==> config.mk <==
export PLATFORM = sky130hd
export DESIGN_NAME = wr_burst_sched
export DESIGN_NICKNAME = d
export VERILOG_FILES = /design/src/rtl/wr_burst_sched.sv
export SDC_FILE = /design/constraint.sdc
export NUM_CORES = 1
export LEC_CHECK = 0
export ABC_AREA = 1
export CAP_MARGIN = 20
export CORE_UTILIZATION = 49
export DETAILED_ROUTE_END_ITERATION = 16
export PLACE_DENSITY = 0.82
export SLEW_MARGIN = 20
export SYNTH_ARGS = -nofsm -noshare
export SYNTH_HDL_FRONTEND = slang
export SYNTH_SLANG_ARGS = --single-unit
==> constraint.sdc <==
create_clock -name clk -period 4.55 [get_ports clk]
set_input_delay 1.1375 -clock clk [delete_from_list [all_inputs] [get_ports clk]]
set_output_delay 1.1375 -clock clk [all_outputs]
set_load 0.01 [all_outputs]
==> src/rtl/wr_burst_sched.sv <==
module wr_burst_sched #(
  parameter int DQ_W = 16,
  parameter int WL_W = 4
) (
  input  logic                clk,
  input  logic                rst_n,
  input  logic                wr_req,
  input  logic [WL_W-1:0]     wr_lat,
  input  logic                bl8,
  input  logic                cdqs_en,
  input  logic [8*DQ_W-1:0]   wdata,
  input  logic [8*DQ_W/8-1:0] wmask,
  output logic                busy,
  output logic                dqs_oe_r,
  output logic                dqs_oe_f,
  output logic                dqs_r,
  output logic                dqs_f,
  output logic                dqsn_oe_r,
  output logic                dqsn_oe_f,
  output logic                dqsn_r,
  output logic                dqsn_f,
  output logic                dq_oe_r,
  output logic                dq_oe_f,
  output logic [DQ_W-1:0]     dq_r,
  output logic [DQ_W-1:0]     dq_f,
  output logic [DQ_W/8-1:0]   dm_r,
  output logic [DQ_W/8-1:0]   dm_f,
  output logic                dq_quarter
);
  localparam int DM_W  = DQ_W / 8;
  localparam int CNT_W = WL_W + 1;
  localparam int SL_W  = CNT_W + 1;

  logic                active, bl8_q, cdqs_q;
  logic [WL_W-1:0]     wl_q;
  logic [CNT_W-1:0]    cnt;
  logic [8*DQ_W-1:0]   wd_q;
  logic [8*DM_W-1:0]   wm_q;

  logic [CNT_W-1:0] half, pos;
  logic [SL_W-1:0]  beats, slot_r, slot_f;
  logic             in_win, last;

  assign half   = bl8_q ? CNT_W'(4) : CNT_W'(2);
  assign beats  = bl8_q ? SL_W'(8) : SL_W'(4);
  assign last   = active && (cnt == CNT_W'(wl_q) + half);
  assign in_win = active && (cnt >= CNT_W'(wl_q));
  assign pos    = cnt - CNT_W'(wl_q);
  assign slot_r = {pos, 1'b0};
  assign slot_f = {pos, 1'b1};

  always_ff @(posedge clk) begin
    if (!rst_n) begin
      active <= 1'b0;
      cnt    <= '0;
      wl_q   <= '0;
      bl8_q  <= 1'b0;
      cdqs_q <= 1'b0;
      wd_q   <= '0;
      wm_q   <= '0;
    end else if (!active) begin
      if (wr_req) begin
        active <= 1'b1;
        cnt    <= '0;
        wl_q   <= wr_lat;
        bl8_q  <= bl8;
        cdqs_q <= cdqs_en;
        wd_q   <= wdata;
        wm_q   <= wmask;
      end
    end else if (last) begin
      active <= 1'b0;
    end else begin
      cnt <= cnt + 1'b1;
    end
  end

  assign busy      = active;
  assign dqs_oe_r  = in_win && (slot_r <= beats);
  assign dqs_oe_f  = in_win && (slot_f <= beats);
  assign dqs_r     = 1'b0;
  assign dqs_f     = dqs_oe_f;
  assign dqsn_oe_r = dqs_oe_r && cdqs_q;
  assign dqsn_oe_f = dqs_oe_f && cdqs_q;
  assign dqsn_r    = dqsn_oe_r && !dqs_r;
  assign dqsn_f    = dqsn_oe_f && !dqs_f;
  assign dq_oe_r   = in_win && (slot_r < beats);
  assign dq_oe_f   = in_win && (slot_f < beats);
  assign dq_r      = dq_oe_r ? wd_q[slot_r[2:0]*DQ_W +: DQ_W] : '0;
  assign dq_f      = dq_oe_f ? wd_q[slot_f[2:0]*DQ_W +: DQ_W] : '0;
  assign dm_r      = dq_oe_r ? wm_q[slot_r[2:0]*DM_W +: DM_W] : '0;
  assign dm_f      = dq_oe_f ? wm_q[slot_f[2:0]*DM_W +: DM_W] : '0;
  assign dq_quarter = dq_oe_r || dq_oe_f;

  a_r6_data_inside_strobe: assert property (@(posedge clk) disable iff (!rst_n)
    (dq_oe_r |-> dqs_oe_r) and (dq_oe_f |-> dqs_oe_f));
  a_r4_preamble_low: assert property (@(posedge clk) disable iff (!rst_n)
    $rose(dqs_oe_r) |-> (!dqs_r && dqs_oe_f && dq_oe_r));
  a_r4_postamble_half: assert property (@(posedge clk) disable iff (!rst_n)
    (dqs_oe_r && !dq_oe_r) |-> (!dqs_oe_f && last));
  a_r9_release_after_post: assert property (@(posedge clk) disable iff (!rst_n)
    $fell(busy) |-> $past(dqs_oe_r && !dq_oe_r));
  a_r2_busy_holds: assert property (@(posedge clk) disable iff (!rst_n)
    (busy && !last) |=> busy);
  a_r7_pair_opposite: assert property (@(posedge clk) disable iff (!rst_n)
    dqsn_oe_f |-> (dqs_oe_f && (dqsn_f != dqs_f)));
  a_r10_latency_held: assert property (@(posedge clk) disable iff (!rst_n)
    (busy && $past(busy)) |-> ($stable(wl_q) && $stable(wd_q)));
endmodule

==> results.toml <==
[grt]
use_met3 = 0.07155
busiest_layer = "met2"
use_met2 = 0.4521
grt.total_usage = 0.2721
antenna_found_initial = 1
grt_max_degree = 89
grt.overflow.total = 0
grt_pass1_wl_mm = 34.16
grt_pass1_vias = 7008
grt_use_met1 = 0.3330

[detailed_routing]
vias = 7262
route.detailed.drc = 0
first_iter_violations = 639
drt_pre_antenna_iters = 5
drtAntennaViolNets = 0
wirelength_mm = 20.97
post_drt_via_cell_ratio = 5.407
detail_route.wl_per_cell_um = 15.61

[run_status]
status = "finished, final reports clean"

[final_layout]
nets = 1310
drive_gt1_frac = 0.08031
final_common_cell = "nor2_1"
fill_cells = 1206
final_cell_mix = "nor2_1, o21ai_0, clkdlybuf4s50_1, dfxtp_1"
post-route-cell-area_um2 = 9933
area_growth_pct = 35.71
fin_util = 0.6835

[clocking]
post-cts-setup-buffer-count = 0
cts_hold_buf = 0
cts_tree = "built"
cts_resized = 3
clkSinkCount = 156
ctsRootBufferMaster = "clkbuf_16"
clk_pin_slew_ns = 0.06
clk_latency_ns = 0.42
cts_max_level = 4
cts_buffers = 17
clockBufferDepth = 2

[pwr]
power-per-cell-area_nw_per_um2 = 403.9
ir_worst_vdd_mv = 0.2553
p_leak_uw = 0.004352

[synth]
synth_compound_area_frac = 0.1926
synth_area_per_cell_um2 = 7.298
synth_top_family_by_area = "simple AND/OR/NAND/NOR gates"
yosys_register_bits = 156
synth_warnings = 0
syn_inst = 1003
synth_fa_ha_area_frac = 0.02085
synth.distinct_cells = 28
muxShareOfSynthArea = 0
ys_seq_area_frac = 0.4267
synthXorXnorAreaFrac = 0.007179
syn_area_um2 = 7320
synthSimpleGateAreaFrac = 0.2826

[setup_path]
endpoint_kind = "output port"
worst-setup-path-type = "reg2out"
crit_start = "cnt[0]$_SDFFE_PN0P_"
cp-start-kind = "flop"
reg2reg_depth = 11
cp.required_ns = 3.41
cp_max_fo = 38
r2r-start = "bl8_q$_SDFFE_PN0P_"
worstPathArrival_ns = 3.26

[sta]
setup_viol = 0
tightest_slew_ns = 0.8959
min_period_over_period = 0.9659
slew_headroom = 0.4027
hold_violations = 0
finClkSkew_ns = 0.005940
maxSlewViolCount = 0
fmaxAchievable_ghz = 0.2276
tns_ns = 0
finalCriticalPeriod_ns = 4.395

[flow_run]
cap_violations = 0

[floorplan]
die_h_um = 124.2
num_io_pins = 201
dieWidth_um = 124.2
rows = 44
die-area_um2 = 15430
core_um2 = 14530
initial_core_util = 0.5036

[placement]
place_hpwl_mm = 12.56
gp_congestion = 0.8231
dpl_cell_area_um2 = 9223
io_buffers = 198

[hold_path]
min_path_type = "reg2reg"
hp-start = "wd_q[25]$_SDFFE_PN0P_"
worstHoldPathCells = 2
## cell type report
class	instances	area [µm²]	share of cell area
clock buffer	21	480.5	0.04837
sequential	156	3123	0.3144
timing repair buffer	211	2181	0.2195
multi-input combinational	741	3705	0.3730
antenna	1	2.502	0.0002519
clock inverter	10	137.6	0.01386
tap	184	230.2	0.02318
inverter	19	73.82	0.007432
## flip-flops by register name, summed over array words and instances, names as in the netlist
signal  cells
wd_q      128
wm_q       16
cnt         5
wl_q        4
bl8_q       1
busy        1
cdqs_q      1
## power by group
| part | internal [µW] | switching [µW] |
|---|---|---|
| sequential | 1490 | 62.3 |
| combinational | 403 | 570 |
| clock | 918 | 567 |
## kinds of logic after synthesis
kind of cell,Yosys count
AOI/OAI and AO/OA,272
xor gates and xnor gates,6
adders and majority gates,11
buffers and inverters,107
DFF,156
other,1
and+or+nand+nor,450
## worst max-delay path: stages, from the launching register on
cell,delay [ns]
dfxtp_1,0.32
inv_1,0.09
ha_2,0.16
inv_1,0.06
fa_1,0.40
xor2_1,0.19
ha_1,0.31
a21oi_2,0.19
nand3_2,0.12
buf_12,0.25
nor3b_2,0.17
clkdlybuf4s50_1,0.55
## worst paths after layout
kind                                         endpoint  slack (ns)
worst max-delay path                          dq_f[2]        0.16
worst min-delay path            wd_q[25]$_SDFFE_PN0P_        0.50
worst max register to register    cnt[4]$_SDFFE_PN0P_        2.14
worst min register to register  wd_q[25]$_SDFFE_PN0P_        0.50
## through the flow
stage,hold WS (ns),power (µW),instances,worst slack [ns]
after global routing,0.5216,4222,1343,-0.001150
after floorplan,0.4597,2205,1004,0.6826
final,0.4970,4012,1343,0.1554
after CTS,0.4974,4018,1342,0.001363
after detailed placement,0.4774,2531,1311,0.2498
after global placement,0.4749,2517,1311,0.3757
## routing by layer
layer / up-vias / wire [µm] / part of all wire
met5: - / 0 / 0
met4: 0 / 563 / 0.027
met3: 48 / 1395 / 0.067
met2: 277 / 9947 / 0.47
met1: 3347 / 9064 / 0.43
li1: 3590 / - / -
## cells in the mapped netlist
library cell,count,area [µm²]
buf_6,7,78.83
buf_4,7,52.55
nor3b_2,36,450.4
nor3_2,2,20.02
or2_1,1,6.260
xor2_1,6,52.55
nor2_1,369,1385
a21oi_1,13,65.06
nand2_2,1,6.260
clkinv_1,1,3.750
fa_1,2,40.04
ha_1,9,112.6
nor2_4,1,11.26
o21ai_1,6,30.03
a31o_2,1,8.760
nand4_1,1,6.260
clkbuf_1,50,187.7
dfxtp_1,156,3123
o22ai_1,36,225.2
inv_2,1,3.750
nand2_1,18,67.56
o21ai_0,216,1081
conb_1,1,3.750
nand3_2,2,20.02
inv_1,17,63.81
buf_2,23,115.1
buf_1,1,3.750
nand3_1,19,95.09
Power figures use the tool's default switching activity.
